**src/rtl/flasher_pkg.sv**
```systemverilog
package flasher_pkg;

  typedef enum logic [2:0] {
    ST_IDLE  = 3'd0,
    ST_INIT  = 3'd1,
    ST_ON    = 3'd2,
    ST_OFF   = 3'd3,
    ST_PROT  = 3'd4,
    ST_LATCH = 3'd5
  } flashState_t;

  // Strobes from the control FSM to the timing datapath
  typedef struct packed {
    logic phaseClr;   // restart the phase counter
    logic useFail;    // half-period compare uses the failure reload
    logic windowClr;  // restart the retry window
    logic windowRun;  // retry window counts ticks
  } ctlStrobe_t;

  // Events reported by the timing datapath
  typedef struct packed {
    logic initDone;
    logic diagNow;
    logic halfDone;
    logic windowDone;
  } timeStat_t;

endpackage

```
**src/rtl/flasher_timebase.sv**
```systemverilog
module flasher_timebase
  import flasher_pkg::*;
#(
  parameter int TICK_DIV    = 1000,
  parameter int INIT_TICKS  = 30,
  parameter int NORM_HALF   = 353,
  parameter int FAIL_HALF   = 159,
  parameter int DIAG_TICKS  = 130,
  parameter int RETRY_TICKS = 130
) (
  input  logic       clk,
  input  logic       rstN,
  input  ctlStrobe_t ctl,
  output timeStat_t  stat
);

  localparam int PH_MAX = (INIT_TICKS > NORM_HALF) ? INIT_TICKS : NORM_HALF;
  localparam int PH_W   = $clog2(PH_MAX + 1);
  localparam int WIN_W  = $clog2(RETRY_TICKS + 1);

  localparam logic [PH_W-1:0]  INIT_LAST = PH_W'(INIT_TICKS - 1);
  localparam logic [PH_W-1:0]  NORM_LAST = PH_W'(NORM_HALF - 1);
  localparam logic [PH_W-1:0]  FAIL_LAST = PH_W'(FAIL_HALF - 1);
  localparam logic [PH_W-1:0]  DIAG_LAST = PH_W'(DIAG_TICKS - 1);
  localparam logic [PH_W-1:0]  PH_TOP    = PH_W'(PH_MAX);
  localparam logic [WIN_W-1:0] WIN_TOP   = WIN_W'(RETRY_TICKS);

  logic tick;

  // Tick prescaler; a divide-by-one build ticks every cycle
  generate
    if (TICK_DIV > 1) begin : g_div
      localparam int PS_W = $clog2(TICK_DIV);
      localparam logic [PS_W-1:0] PS_LAST = PS_W'(TICK_DIV - 1);
      logic [PS_W-1:0] preCnt;
      always_ff @(posedge clk or negedge rstN) begin
        if (!rstN)                 preCnt <= '0;
        else if (preCnt == PS_LAST) preCnt <= '0;
        else                       preCnt <= preCnt + 1'b1;
      end
      assign tick = (preCnt == PS_LAST);

      a_r3_tick_spacing: assert property (@(posedge clk) disable iff (!rstN)
        tick |=> !tick);
    end else begin : g_nodiv
      assign tick = 1'b1;
    end
  endgenerate

  // Elapsed ticks in the current phase (saturating)
  logic [PH_W-1:0] elapsedCnt;
  always_ff @(posedge clk or negedge rstN) begin
    if (!rstN)                              elapsedCnt <= '0;
    else if (ctl.phaseClr)                  elapsedCnt <= '0;
    else if (tick && elapsedCnt != PH_TOP)  elapsedCnt <= elapsedCnt + 1'b1;
  end

  // Ticks since the first protective trip of this ON phase
  logic [WIN_W-1:0] windowCnt;
  always_ff @(posedge clk or negedge rstN) begin
    if (!rstN)                                            windowCnt <= '0;
    else if (ctl.windowClr)                               windowCnt <= '0;
    else if (ctl.windowRun && tick && windowCnt != WIN_TOP) windowCnt <= windowCnt + 1'b1;
  end

  always_comb begin
    stat.initDone   = tick && (elapsedCnt == INIT_LAST);
    stat.diagNow    = tick && (elapsedCnt == DIAG_LAST);
    stat.halfDone   = tick && (elapsedCnt == (ctl.useFail ? FAIL_LAST : NORM_LAST));
    stat.windowDone = (windowCnt == WIN_TOP);
  end

  a_r3_phase_bound: assert property (@(posedge clk) disable iff (!rstN)
    elapsedCnt <= PH_TOP);

  a_r8_window_bound: assert property (@(posedge clk) disable iff (!rstN)
    windowCnt <= WIN_TOP);

  a_r8_window_restart: assert property (@(posedge clk) disable iff (!rstN)
    ctl.windowClr |=> windowCnt == '0);

endmodule

```
**src/rtl/flasher_ctrl.sv**
```systemverilog
module flasher_ctrl
  import flasher_pkg::*;
(
  input  logic       clk,
  input  logic       rstN,
  input  logic       selEngaged,
  input  logic       underloadFlag,
  input  logic       shortFlag,
  input  logic       overTempFlag,
  input  timeStat_t  stat,
  output ctlStrobe_t ctl,
  output logic       lampDrive,
  output logic       faultStatus
);

  flashState_t state, nxtState;
  logic failMode, nxtFail;
  logic armed, nxtArmed;
  logic tripNow;

  assign tripNow = shortFlag || overTempFlag;

  always_comb begin
    nxtState      = state;
    nxtFail       = failMode;
    nxtArmed      = armed;
    ctl.phaseClr  = 1'b0;
    ctl.windowClr = 1'b0;
    ctl.windowRun = armed;
    ctl.useFail   = failMode;

    if (!selEngaged) begin
      nxtState = ST_IDLE;
      nxtFail  = 1'b0;
      nxtArmed = 1'b0;
    end else begin
      unique case (state)
        ST_IDLE: begin
          nxtState     = ST_INIT;
          ctl.phaseClr = 1'b1;
        end
        ST_INIT: begin
          if (stat.initDone) begin
            nxtState     = ST_ON;
            ctl.phaseClr = 1'b1;
          end
        end
        ST_ON: begin
          if (stat.diagNow && shortFlag) begin
            nxtState = ST_LATCH;
          end else if (tripNow) begin
            if (armed && stat.windowDone) begin
              nxtState = ST_LATCH;
            end else begin
              nxtState = ST_PROT;
              if (!armed) begin
                nxtArmed      = 1'b1;
                ctl.windowClr = 1'b1;
              end
            end
          end else if (stat.diagNow && !failMode && underloadFlag) begin
            nxtState     = ST_OFF;
            nxtFail      = 1'b1;
            ctl.phaseClr = 1'b1;
          end else if (stat.diagNow && failMode && !underloadFlag) begin
            nxtFail = 1'b0;
          end else if (stat.halfDone) begin
            nxtState     = ST_OFF;
            nxtArmed     = 1'b0;
            ctl.phaseClr = 1'b1;
          end
        end
        ST_PROT: begin
          if (stat.windowDone) begin
            nxtState = ST_LATCH;
          end else if (!tripNow) begin
            nxtState     = ST_ON;
            ctl.phaseClr = 1'b1;
          end
        end
        ST_OFF: begin
          if (stat.halfDone) begin
            nxtState     = ST_ON;
            ctl.phaseClr = 1'b1;
          end
        end
        ST_LATCH: nxtState = ST_LATCH;
        default:  nxtState = ST_IDLE;
      endcase
    end
  end

  always_ff @(posedge clk or negedge rstN) begin
    if (!rstN) begin
      state    <= ST_IDLE;
      failMode <= 1'b0;
      armed    <= 1'b0;
    end else begin
      state    <= nxtState;
      failMode <= nxtFail;
      armed    <= nxtArmed;
    end
  end

  assign lampDrive   = (state == ST_ON);
  assign faultStatus = failMode || (state == ST_LATCH);

  a_r1_release_off: assert property (@(posedge clk) disable iff (!rstN)
    !selEngaged |=> !lampDrive && !faultStatus);

  a_r2_rise_needs_sel: assert property (@(posedge clk) disable iff (!rstN)
    $rose(lampDrive) |-> $past(selEngaged));

  a_r7_trip_off: assert property (@(posedge clk) disable iff (!rstN)
    lampDrive && tripNow |=> !lampDrive);

  a_r8_latch_hold: assert property (@(posedge clk) disable iff (!rstN)
    (state == ST_LATCH) && selEngaged |=> (state == ST_LATCH) && !lampDrive && faultStatus);

  a_r5_fault_clear_src: assert property (@(posedge clk) disable iff (!rstN)
    $fell(faultStatus) |-> $past(!selEngaged) || $past(state == ST_ON));

  a_r9_off_no_fault: assert property (@(posedge clk) disable iff (!rstN)
    (state == ST_OFF) && selEngaged |=> $stable(faultStatus));

endmodule

```
**src/rtl/turn_flasher.sv**
```systemverilog
module turn_flasher
  import flasher_pkg::*;
#(
  parameter int TICK_DIV    = 1000,
  parameter int INIT_TICKS  = 30,
  parameter int NORM_HALF   = 353,
  parameter int FAIL_HALF   = 159,
  parameter int DIAG_TICKS  = 130,
  parameter int RETRY_TICKS = 130
) (
  input  logic clk,
  input  logic rstN,
  input  logic selEngaged,
  input  logic underloadFlag,
  input  logic shortFlag,
  input  logic overTempFlag,
  output logic lampDrive,
  output logic faultStatus
);

  ctlStrobe_t ctl;
  timeStat_t  stat;

  flasher_timebase #(
    .TICK_DIV(TICK_DIV), .INIT_TICKS(INIT_TICKS), .NORM_HALF(NORM_HALF),
    .FAIL_HALF(FAIL_HALF), .DIAG_TICKS(DIAG_TICKS), .RETRY_TICKS(RETRY_TICKS)
  ) u_timebase (
    .clk(clk), .rstN(rstN), .ctl(ctl), .stat(stat)
  );

  flasher_ctrl u_ctrl (
    .clk(clk), .rstN(rstN),
    .selEngaged(selEngaged), .underloadFlag(underloadFlag),
    .shortFlag(shortFlag), .overTempFlag(overTempFlag),
    .stat(stat), .ctl(ctl),
    .lampDrive(lampDrive), .faultStatus(faultStatus)
  );

endmodule

```
**config.mk**
```make
export PLATFORM = sky130hd
export DESIGN_NAME = turn_flasher
export DESIGN_NICKNAME = d
export VERILOG_FILES = /design/src/rtl/flasher_pkg.sv /design/src/rtl/flasher_timebase.sv /design/src/rtl/flasher_ctrl.sv /design/src/rtl/turn_flasher.sv
export SDC_FILE = /design/constraint.sdc
export NUM_CORES = 1
export LEC_CHECK = 0
export BUFFER_PORTS_ARGS = -buffer_cell sky130_fd_sc_hd__buf_2
export CAP_MARGIN = 5
export CELL_PAD_IN_SITES_DETAIL_PLACEMENT = 1
export CELL_PAD_IN_SITES_GLOBAL_PLACEMENT = 1
export CORE_AREA = 2 2 84 86
export DETAILED_ROUTE_END_ITERATION = 7
export DIE_AREA = 0 0 86 88
export HOLD_SLACK_MARGIN = 0.1
export PLACE_DENSITY_LB_ADDON = 0.1
export REMOVE_ABC_BUFFERS = 1
export SLEW_MARGIN = 20
export SYNTH_ARGS = -nofsm -noshare
export SYNTH_HDL_FRONTEND = slang
export SYNTH_SLANG_ARGS = --single-unit
```
**constraint.sdc**
```tcl
create_clock -name clk -period 1.8 [get_ports clk]
set_input_delay 0.09 -clock clk [delete_from_list [all_inputs] [get_ports clk]]
set_output_delay 0.09 -clock clk [all_outputs]
set_load 0.02 [all_outputs]
```
==> metrics.yaml <==
sta:
  slew_headroom_pct: 49.3
  max_freq_mhz: 548
  finalHoldViolations: 0
  setup_tns_ns: -0.0680
  fin_skew_ns: 0.00900
  report.final.slew_viol_count: 0
  rsz0062_at_grt: "true"
  setup_slack_ns: -0.0237
  whs_ns: 0.118
  setup_viol: 6
  period_share_pct: 101
  max_slew.worst_pin.slew_ns: 0.761
  timing.final.crit_period_ns: 1.82
place:
  gp_congestion: 0.888
  place_area_um2: 2440
  dp.final_hpwl_um: 4410
  place_ws_ns: -0.0991
  portBuffers: 7
routing:
  drtIter0Drc: 64
  num_vias: 1877
  drt-met1-wl_um: 2850
  wl_met3_um: 90
  wirelength_um: 6070
  wl_per_cell_um: 17.1
  top_layer: "met4"
  drc_errors: 0
  vias_per_cell: 5.29
  dr.pass1.iters: 4
  dr_wl_met2_um: 3050
  ant_nets: 0
critical_path:
  r2r_start: "u_timebase.g_div.preCnt[4]$_DFF_PN0_"
  r2r_end: "u_ctrl.failMode$_DFFE_PN0P_"
  crit_start: "u_timebase.g_div.preCnt[4]$_DFF_PN0_"
  r2r_setup_slack_ns: -0.02
  critPathArrivalTime_ns: 2.00
  crit_type: "register to register"
  cp-end-kind: "register"
  slowest_stage: "or3_4"
  critPathMaxFanout: 4
  ff2ff_path_depth: 5
  critical_path_required_ns: 1.97
  startpoint_type: "register"
  critPathBufInv: 0
  crit_chain: "nand4bb_4 -> or3_4 -> nor4_4 -> mux2i_1 -> nor2b_1"
  crit_family: "simple AND/OR/NAND/NOR gates"
  cpPeakStageDelay_ns: 0.47
clock_network:
  cts_buffers: 5
  root_buffer: "clkbuf_8"
  clkLatencyLatePin_ns: 0.29
  clock_path_buffers: 2
  cts_tree: "yes"
  clock_sinks: 32
  htreeDepth: 2
  clkTransAtPathRegs_ns: 0.08
run_status:
  status: "complete, but fails checks"
  violations: "setup timing"
global_route:
  grt_pass1_vias: 2060
  antenna_found_initial: 0
  grt_pass1_wl_um: 10400
  grt_use_total_pct: 17.5
  grt_overflow: 0
  grt_max_degree: 33
power:
  p_leak_nw: 1.24
  cellPowerDensity_nw_per_um2: 857
  ir_worst_vdd_v: 0.000501
synthesis:
  synth_xor_area_share_pct: 9.36
  syn-instance-count: 210
  syn_area_um2: 1960
  ys_seq_area_share_pct: 40.8
  synth_area_per_cell_um2: 9.35
  synth_largest_area_cell: "dfrtp_1"
  yosys.area_share.simple_pct: 33.8
  synth_ff_type: "dfrtp_1"
  muxShareOfSynthArea_pct: 1.08
  synth_top_family_by_area: "simple AND/OR/NAND/NOR gates"
  synth_top_area_share_pct: 40.8
  async_flop_share_pct: 100
  synth_cell_types: 51
  yosysWarnings: 0
  synth_area_leaders: "dfrtp_1 (41%), xor2_1 (6.2%), nor2_1 (4.4%)"
  synth_edf_count: 0
  synthAdderAreaFrac_pct: 3.18
  synth-seq-cells: 32
  synth_compound_area_share_pct: 9.36
run:
  drv_cap: 0
die:
  die_h_um: 88
  die_x_um: 86
  dieArea_um2: 7570
  rows: 30
  core-area_um2: 6640
  start_util_pct: 29.6
  io_pins: 8
cells_and_area:
  synthToLayoutAreaGrowth_pct: 42.5
  final_core_util_pct: 42.1
  final_nets: 285
  antenna_cells: 0
  fin_area_um2: 2800
  drive_gt1_share_pct: 41.5
hold_path:
  hold_path_class: "primary input to register"
  hold_end: "u_ctrl.failMode$_DFFE_PN0P_"
  min_from: "underloadFlag"
  min_path_cells: 3
cell usage in the layout (no fill, tap or decap), types with 2 or more instances in the layout:
cell        instances
buf_4              51
nand3_2             3
nor2b_1             3
o21ai_0             3
nor3_4              2
buf_2               7
ha_2                2
nand4_1            13
dfrtp_1            31
inv_2               2
clkinvlp_4          2
or3_4               4
nor3_2              8
clkbuf_8            5
nor4_4              4
nand2_1            12
nand3_1            15
ha_1                3
nor2_1             23
o211a_1             2
nor3_1              4
buf_6               2
nor4_2              2
and2_1              3
a21oi_1             5
xnor2_1             6
xor2_1             14
and3_1              5
a32oi_1             2
o31ai_1             2
inv_1               5
where the power goes:
part | switching, mW | internal [mW] | leakage [nW]
Combinational | 0.462 | 0.383 | 0.781
Sequential | 0.135 | 0.838 | 0.418
Clock | 0.306 | 0.274 | 0.0404
final cells by class:
cell class                 count  area (µm²)
clock inverter                 3        23.8
inverter                       7        26.3
timing repair buffer          61         450
tap                           80         100
sequential                    32         802
fill                         756        3840
multi-input combinational    167        1330
clock buffer                   5        68.8
synthesized netlist by cell type, types with 3 or more instances:
cell / number
nand3_1: 17
xnor2_1: 7
nor3_1: 12
nand2_1: 13
nand4_1: 13
and2_1: 3
and3_1: 5
or3_1: 3
nor2_1: 23
xor2_1: 14
nor2b_1: 3
ha_1: 5
o21ai_0: 3
a21oi_1: 5
inv_1: 7
clkbuf_1: 3
nor4_1: 4
dfrtp_1: 32
registers in the layout, summed over array words and instances (netlist names):
signal                   cells
u_ctrl.armed                 1
u_ctrl.failMode              1
u_ctrl.state                 3
u_timebase.elapsedCnt        9
u_timebase.g_div.preCnt     10
u_timebase.windowCnt         8
how the worst max path moves through the flow:
| stage | endpoint | cells past startpoint | slack [ns] |
|---|---|---|---|
| floorplan | u_timebase.elapsedCnt[0]$_DFFE_PN0P_ | 6 | -0.10 |
| global placement | u_timebase.elapsedCnt[6]$_DFFE_PN0P_ | 6 | -0.03 |
| detailed placement | u_timebase.elapsedCnt[6]$_DFFE_PN0P_ | 6 | -0.1 |
| CTS | u_timebase.elapsedCnt[5]$_DFFE_PN0P_ | 6 | -0.04 |
| global route | u_timebase.windowCnt[6]$_DFFE_PN0P_ | 7 | -0.1 |
| finish | u_ctrl.failMode$_DFFE_PN0P_ | 5 | -0.02 |
metal layers:
metal | vias up | GRT usage [%]
li1 | 900 | -
met1 | 956 | 22.0
met2 | 15 | 31.1
met3 | 6 | 2.83
met4 | 0 | 4.76
met5 | - | 0
worst register-to-register path, delay by kind of cell, from the launching register on:
family	cells	cell delay [ns]
flip-flops	1	0.39
AND/OR/NAND/NOR	4	1.09
multiplexers	1	0.23
stage by stage:
step	std cells	power [mW]
4_1_cts	352	2.40
5_1_grt	355	2.56
3_5_place_dp	340	1.68
6_report	355	2.40
3_3_place_gp	340	1.65
2_1_floorplan	205	1.35
cells by family (layout without fill, tap and decap cells):
group,Yosys count,count (layout)
DFF,32,32
muxes,2,2
buffers and inverters,12,76
AOI/OAI and AO/OA,25,25
xor gates and xnor gates,21,21
adders and majority gates,5,5
and+or+nand+nor,113,114
what timing repair did:
item,CTS,global route
hold endpoints to repair,32,0
endpoints found under the setup margin,20,17
gates cloned,1,0
gates resized for setup,20,22
pin swaps,8,12
setup buffers,2,3
hold buffers,1,0
Power figures use the tool's default switching activity.
